===== src/rtl/pinfmt_pkg.sv =====
package pinfmt_pkg;
  typedef enum logic [1:0] {
    FMT_NRZ = 2'd0,
    FMT_RLO = 2'd1,
    FMT_RHI = 2'd2,
    FMT_ROFF = 2'd3
  } fmt_e;

  typedef struct packed {
    logic lvl;
    logic exp_lvl;
    logic drive_en;
    logic cmp_en;
  } pinvec_t;

  localparam int FMT_W = 2;
endpackage


===== src/rtl/pinfmt_latch.sv =====
module pinfmt_latch
  import pinfmt_pkg::*;
(
  input  logic    clk,
  input  logic    rst_n,
  input  logic    load,
  input  pinvec_t vec_in,
  input  fmt_e    fmt_in,
  output pinvec_t vec_q,
  output fmt_e    fmt_q
);
  always_ff @(posedge clk or negedge rst_n) begin
    if (!rst_n) begin
      vec_q <= '0;
      fmt_q <= FMT_NRZ;
    end else if (load) begin
      vec_q <= vec_in;
      fmt_q <= fmt_in;
    end
  end
endmodule


===== src/rtl/pinfmt_wave.sv =====
module pinfmt_wave
  import pinfmt_pkg::*;
(
  input  logic    clk,
  input  logic    rst_n,
  input  logic    load,
  input  logic    next_drive,
  input  pinvec_t vec_q,
  input  fmt_e    fmt_q,
  input  logic    lead,
  input  logic    trail,
  output logic    drv,
  output logic    oe
);
  always_ff @(posedge clk or negedge rst_n) begin
    if (!rst_n) begin
      drv <= 1'b0;
      oe  <= 1'b0;
    end else if (load) begin
      if (!next_drive) oe <= 1'b0;
    end else if (vec_q.drive_en) begin
      if (lead) begin
        drv <= vec_q.lvl;
        oe  <= 1'b1;
      end else if (trail) begin
        unique case (fmt_q)
          FMT_NRZ:  ;
          FMT_RLO:  drv <= 1'b0;
          FMT_RHI:  drv <= 1'b1;
          FMT_ROFF: oe  <= 1'b0;
        endcase
      end
    end
  end
endmodule


===== src/rtl/pinfmt_cmp.sv =====
module pinfmt_cmp
  import pinfmt_pkg::*;
(
  input  logic    clk,
  input  logic    rst_n,
  input  logic    load,
  input  logic    sample,
  input  logic    pin_in,
  input  logic    clr,
  input  pinvec_t vec_q,
  output logic    fail,
  output logic    sticky
);
  logic miss;

  assign miss = sample && !vec_q.drive_en && vec_q.cmp_en && (pin_in != vec_q.exp_lvl);

  always_ff @(posedge clk or negedge rst_n) begin
    if (!rst_n) begin
      fail   <= 1'b0;
      sticky <= 1'b0;
    end else begin
      if (sample)    fail <= miss;
      else if (load) fail <= 1'b0;
      if (clr)       sticky <= 1'b0;
      else if (miss) sticky <= 1'b1;
    end
  end
endmodule


===== src/rtl/pinfmt_array.sv =====
module pinfmt_array
  import pinfmt_pkg::*;
#(
  parameter int NUM_CH = 16
) (
  input  logic                  clk,
  input  logic                  rst_n,
  input  logic                  cyc_start,
  input  logic [NUM_CH-1:0]     vec_level,
  input  logic [NUM_CH-1:0]     vec_exp,
  input  logic [NUM_CH-1:0]     vec_dir,
  input  logic [NUM_CH-1:0]     vec_cmp,
  input  logic [2*NUM_CH-1:0]   fmt_sel,
  input  logic [NUM_CH-1:0]     lead_stb,
  input  logic [NUM_CH-1:0]     trail_stb,
  input  logic [NUM_CH-1:0]     sample_stb,
  input  logic [NUM_CH-1:0]     pin_in,
  input  logic                  fail_clr,
  output logic [NUM_CH-1:0]     pin_drive,
  output logic [NUM_CH-1:0]     pin_oe,
  output logic [NUM_CH-1:0]     cyc_fail,
  output logic [NUM_CH-1:0]     fail_sticky
);
  for (genvar c = 0; c < NUM_CH; c++) begin : g_ch
    pinvec_t vin, vq;
    fmt_e    fin, fq;

    assign vin = '{lvl: vec_level[c], exp_lvl: vec_exp[c], drive_en: vec_dir[c], cmp_en: vec_cmp[c]};
    assign fin = fmt_e'(fmt_sel[FMT_W*c +: FMT_W]);

    pinfmt_latch u_latch (
      .clk(clk), .rst_n(rst_n), .load(cyc_start),
      .vec_in(vin), .fmt_in(fin), .vec_q(vq), .fmt_q(fq)
    );

    pinfmt_wave u_wave (
      .clk(clk), .rst_n(rst_n), .load(cyc_start), .next_drive(vec_dir[c]),
      .vec_q(vq), .fmt_q(fq), .lead(lead_stb[c]), .trail(trail_stb[c]),
      .drv(pin_drive[c]), .oe(pin_oe[c])
    );

    pinfmt_cmp u_cmp (
      .clk(clk), .rst_n(rst_n), .load(cyc_start), .sample(sample_stb[c]),
      .pin_in(pin_in[c]), .clr(fail_clr), .vec_q(vq),
      .fail(cyc_fail[c]), .sticky(fail_sticky[c])
    );
  end
endmodule


===== config.mk =====
export PLATFORM = sky130hd
export DESIGN_NAME = pinfmt_array
export DESIGN_NICKNAME = d
export VERILOG_FILES = /design/src/rtl/pinfmt_pkg.sv /design/src/rtl/pinfmt_latch.sv /design/src/rtl/pinfmt_wave.sv /design/src/rtl/pinfmt_cmp.sv /design/src/rtl/pinfmt_array.sv
export SDC_FILE = /design/constraint.sdc
export NUM_CORES = 1
export LEC_CHECK = 0
export ABC_CLOCK_PERIOD_IN_PS = 1400
export BUFFER_PORTS_ARGS = -buffer_cell sky130_fd_sc_hd__buf_2
export CAP_MARGIN = 20
export CORE_MARGIN = 2
export CORE_UTILIZATION = 52
export CTS_BUF_LIST = sky130_fd_sc_hd__clkbuf_4 sky130_fd_sc_hd__clkbuf_8 sky130_fd_sc_hd__clkbuf_16
export DETAILED_ROUTE_END_ITERATION = 16
export GPL_ROUTABILITY_DRIVEN = 0
export GPL_TIMING_DRIVEN = 0
export PLACE_DENSITY = 0.81
export REMOVE_ABC_BUFFERS = 1
export SYNTH_ARGS = -nofsm -noshare
export SYNTH_HDL_FRONTEND = slang
export SYNTH_SLANG_ARGS = --single-unit

===== constraint.sdc =====
create_clock -name clk -period 1.4 [get_ports clk]
set_clock_uncertainty 0.05 [all_clocks]
set_input_delay 0.07 -clock clk [delete_from_list [all_inputs] [get_ports clk]]
set_output_delay 0.07 -clock clk [all_outputs]
set_load 0.01 [all_outputs]

## Word-level counts from Yosys, hierarchy flattened

Index checks and enable logic that the tools add are counted.

| word-level totals | value |
|---|---|
| bits in registers | 160 |
| input bits | 164 |
| output and inout port bits | 64 |
| logic and storage cells | 626 |

| operators by class | value |
|---|---|
| eq/ne operators | 80 |
| mux-type cells | 193 |
| bitwise logic cells | 1 |
| reduce and logical (&&, ||, !) cells | 208 |

Operators by type and width:

| kind | number |
|---|---|
| $mux 1 | 177 |
| $reduce_bool 3->1 | 48 |
| $reduce_and 4->1 | 32 |
| $reduce_bool 2->1 | 64 |
| $eq 2x2->1 const B | 32 |
| $logic_and 1x1->1 | 48 |
| $eq 2x1->1 const B | 16 |
| $ne 2x2->1 const B | 16 |
| $pmux 1 s2 | 16 |
| $logic_not 1->1 | 16 |
| $ne 1x1->1 | 16 |
| $not 1->1 | 1 |

## Longest topological paths before layout

| logic depth | value |
|---|---|
| word-level depth | 6 |
| mapped depth | 6 |
| depth with buffers taken out | 3 |

## By module

From an unflattened synthesis, not the netlist that was laid out.

| unflattened totals | value |
|---|---|
| cell total of the unflattened synthesis | 608 |
| area total of the unflattened synthesis | 7887.6 µm² |

Modules (own cells, without submodules):

| module | times used | cells each | area each (µm²) | sequential area each (µm²) |
|---|---|---|---|---|
| pinfmt_latch | 16 | 13 | 251.5 | 150.1 |
| pinfmt_wave | 16 | 16 | 141.4 | 50.0 |
| pinfmt_cmp | 16 | 9 | 100.1 | 50.0 |

## Worst setup path before layout

No wires, ideal clock.

| timing | value |
|---|---|
| path type | register -> register |
| start | reg g_ch[0].u_latch.fmt_q[1] |
| end | reg g_ch[0].u_wave.drv |
| library setup time | 0.135 ns |
| data arrival time | 0.895 ns |
| data required time | 1.215 ns |
| path slack | 0.320 ns |
| cell stages (with the launch flop) | 4 |
| path buffers | 0 |
| period minus slack after synthesis | 1.080 ns |
| cells stage by stage | dfrtp_1 > xor2_1 > a221oi_1 > a211oi_2 |

| between the ends | value |
|---|---|
| word-level cells in the longest chain between the ends | 4 |
| elaborated cells on any way between the ends | 7 |
| classes of those cells | 2 x eq/ne; 3 x mux; 2 x reduce/logical |

Ends and longest elaborated chain:

| element | RTL line | source |
|---|---|---|
| start, declared | pinfmt_latch.sv:10 | `output fmt_e fmt_q` |
| start signal, assigned | pinfmt_latch.sv:18 | `fmt_q <= fmt_in;` |
| $eq 2x2->1 / $eq 2x1->1 (equally long branches) | pinfmt_wave.sv:26 | `unique case (fmt_q)` |
| $pmux 1 s2 | pinfmt_wave.sv:26 |  |
| $mux 1 | pinfmt_wave.sv:25 | `end else if (trail) begin` |
| $mux 1 | pinfmt_wave.sv:22 | `if (lead) begin` |
| end signal, assigned | pinfmt_wave.sv:23 | `drv <= vec_q.lvl;` |
| end, declared | pinfmt_wave.sv:12 | `output logic drv,` |

Several ways; a longest one is shown, not always the timed one. The select of a mux whose other input is x is not followed.
A chain may end at the register's enable or synchronous reset.

## Final worst setup path

| timing | value |
|---|---|
| start | reg g_ch[13].u_latch.vec_q[1] (netlist name) |
| end | reg g_ch[13].u_wave.drv |

| between the ends | value |
|---|---|
| word-level cells in the longest chain between the ends | 1 |

Ends and longest elaborated chain:

| element | RTL line |
|---|---|
| $reduce_and 4->1 (no source line) | - |
| end signal, assigned | pinfmt_wave.sv:23 |
| end, declared | pinfmt_wave.sv:12 |

Every way passes these cells.

==> results.ini <==
[status]
run_status=completed

[clocking]
clockBufferDepth=2
clk_latency_ps=410
cts_tree=done
htreeDepth=4
ctsRootBufferMaster=sky130_fd_sc_hd__clkbuf_16
worst_setup_hold_path_clk_slew_ps=70
cts_inserted_buffers=17
post-cts-setup-buffer-count=0
cts_sinks=160

[detailed_routing]
ant_nets=0
route.vias.total=6119
wirelength_um=19500
drt-initial-drc-count=253
remaining_drc_errors=0
detailedRoute.firstPassIterationCount=4
via_per_inst=5.35
detail_route.wl_per_cell_um=17.0

[timing]
finalCritPeriodShare=0.885
max_freq_mhz=808
shortest_period_the_worst_path_allows_ps=1240
rsz0062_at_grt=no
setup_violation_total_in_the_final_timing_report=0
maxSlewHeadroom=0.625
final-hold-violation-count=0
final-max-slew-violation-count=0
worst_pin_slew_ps=563

[synthesis]
yosys.cell_types.count=26
post_synth_inst_count=645
synth.yosys.seq_area_share=0.532
avgSynthCellArea_sq_um=11.7
mappedNetlistArea_sq_mm=0.00752
synth.top_cell.area_share=0.532
ys_top_cells_by_area=sky130_fd_sc_hd__dfrtp_1 (53%), sky130_fd_sc_hd__mux2_2 (9.9%), sky130_fd_sc_hd__buf_4 (6.5%)
synth_edf_count=0
synthesized_flop_and_latch_total=160
synthDominantAreaCellType=sky130_fd_sc_hd__dfrtp_1
synth_ff_type=sky130_fd_sc_hd__dfrtp_1
ys_warn_count=0
asyncSetResetFlopFracSynth=1.00

[worst_setup_path]
critPathMaxFanout=4
worst-path-buf-inv=0
critPathSlowestCell=sky130_fd_sc_hd__dfrtp_1
required_ps=1640
critPathArrivalTime_ps=1480
worst_setup_path_end_kind=register
crit_family=compound AO/OA/AOI/OAI gates
path_cells=nor2b_1, a221oi_1, a211oi_2
max_stage_delay_ps=410
critical_path_launch_point_type=register
worst-setup-path-type=reg -> reg

[power_and_ir_drop]
share_clk_of_total_power=0.358
netSwitchingFraction=0.265
p_switching_mw=3.23
cellPowerDensity_mw_per_mm2=1180
post-layout-total-power_mw=12.2
power_frac_comb=0.187
ir_worst_vdd_mv=0.825
static-leakage-power_nw=5.15
reg_power_frac=0.455
power.internal_mw=8.97

[placement]
placement.io_buffers=227
dp_cells=969
place_hpwl_um=11000

[cells_and_area]
layout.cells.non_filler=1144
area.growth.synth_to_final_pct=37.9
area.sequential_sq_mm=0.00400
drive_above_1_share=0.352
nets=1116
filler_cell_count=859
multiInputGateArea_sq_mm=0.00282

[die]
fp.dieW_um=124
rows=43
dieHeight_um=124
fp.dieArea_sq_mm=0.0154
io_pins=228
floorplan.initialDensity=0.538
core_region_area_sq_mm=0.0140

[grt]
maximum_number_of_pins_on_one_net_before_global_route_repair=90
antenna_violations_before_repair=1
vias_in_the_first_global_route=6476
grt.total_usage=0.257
grt_overflow=0
grt_pass1_wl_um=32200

[job]
timing.max_cap.violations=0

[min_path]
class_of_the_most_critical_hold_timing_path=in -> reg

==> cell usage in the layout, fill, tap and decap left out, types with 16 or more instances in the layout <==
cell / n
sky130_fd_sc_hd__a21oi_1: 48
sky130_fd_sc_hd__a2bb2oi_1: 16
sky130_fd_sc_hd__and3b_1: 42
sky130_fd_sc_hd__buf_2: 225
sky130_fd_sc_hd__clkbuf_16: 17
sky130_fd_sc_hd__dfrtp_1: 160
sky130_fd_sc_hd__dlygate4sd3_1: 144
sky130_fd_sc_hd__inv_1: 32
sky130_fd_sc_hd__mux2_2: 66
sky130_fd_sc_hd__nand2_1: 47
sky130_fd_sc_hd__nand4b_1: 17
sky130_fd_sc_hd__nor2_1: 17
sky130_fd_sc_hd__nor2b_1: 17
sky130_fd_sc_hd__xor2_1: 30
==> final timing paths <==
kind | slack [ps] | cells after the start | end | startpoint
worst min register to register | 430 | 2 | g_ch[15].u_cmp.fail | g_ch[15].u_cmp.fail
worst max register to register | 160 | 3 | g_ch[13].u_wave.drv | g_ch[13].u_latch.vec_q[1]
min in group asynchronous | 160 | 2 | g_ch[7].u_latch.vec_q[2] | rst_n
max in group asynchronous | 320 | 3 | g_ch[6].u_latch.vec_q[1] | rst_n
worst min-delay path | 20 | 3 | g_ch[3].u_wave.drv | lead_stb[3]
worst max-delay path | 160 | 3 | g_ch[13].u_wave.drv | g_ch[13].u_latch.vec_q[1]
==> synthesized netlist by cell type, drive strengths merged, types with 2 or more instances <==
| master | count |
|---|---|
| o21ai | 15 |
| dfrtp | 160 |
| a221oi | 14 |
| a21o | 15 |
| clkbuf | 3 |
| a21oi | 48 |
| nand3b | 2 |
| a2bb2oi | 16 |
| nor2 | 17 |
| mux2 | 66 |
| xor2 | 30 |
| nor2b | 17 |
| buf | 82 |
| and3b | 42 |
| inv | 32 |
| nand4b | 17 |
| a41oi | 2 |
| nand2 | 47 |
| a211oi | 14 |
==> registers in the layout, indices dropped and copies added, names as in the netlist <==
register,flops
g_ch.u_wave.oe,16
g_ch.u_latch.vec_q,64
g_ch.u_wave.drv,16
g_ch.u_cmp.fail,16
g_ch.u_cmp.sticky,16
g_ch.u_latch.fmt_q,32
==> power by group through the flow <==
| stage | sequential, mW | combinational [mW] | clock (mW) |
|---|---|---|---|
| floorplan | 5.67 | 0.888 | 0 |
| global placement | 5.59 | 1.86 | 0 |
| detailed placement | 5.61 | 1.91 | 0 |
| CTS | 5.53 | 2.23 | 4.43 |
| global route | 5.62 | 2.48 | 4.66 |
| finish | 5.56 | 2.28 | 4.37 |
==> area by class of cell <==
cell class,count,area share
multi-input cells,368,0.271
repair buffers,373,0.256
inverters,32,0.0116
clock inverters,9,0.00832
clock buffers,21,0.0451
flip-flops and latches,160,0.386
well taps,180,0.0217
diodes,1,0.000241
==> worst reg2reg max path, cell delays in order (launching register included) <==
cell	delay, ps
sky130_fd_sc_hd__dfrtp_1	410
sky130_fd_sc_hd__nor2b_1	180
sky130_fd_sc_hd__a221oi_1	410
sky130_fd_sc_hd__a211oi_2	60
==> kinds of logic after synthesis <==
| family | after synthesis | share of synthesized area |
|---|---|---|
| buffers and inverters | 117 | 0.0936 |
| AO/OA/AOI/OAI | 127 | 0.121 |
| flip-flops | 160 | 0.532 |
| AND/OR/NAND/NOR | 144 | 0.119 |
| multiplexers | 66 | 0.0988 |
| XOR/XNOR | 31 | 0.0361 |
==> stage by stage <==
stage                util  worst slack, ps  setup TNS, ps  hold slack, ps  cell area [sq um]
floorplan               -              320              0            -276               6940
global placement    0.593            -2200        -586450             229               8300
detailed placement  0.599             -424         -11770            18.7               8370
CTS                 0.741             6.26              0            10.3              10400
global route        0.742             88.7              0            8.68              10400
finish              0.742              162              0            20.3              10400
==> routing by layer <==
layer  wire [um]  global-route usage  vias to the layer above
li1            -                   -                     2821
met1        7580               0.295                     2995
met2       10200               0.449                      246
met3        1020              0.0700                       57
met4         694               0.110                        0
met5           0                   0                        -
==> what timing repair did <==
item                       4_1_cts  5_1_grt
gates resized for setup          0        3
setup endpoints to repair        0       10
hold buffers                   144        0
hold endpoints to repair       230        0
Power figures use the tool's default switching activity.
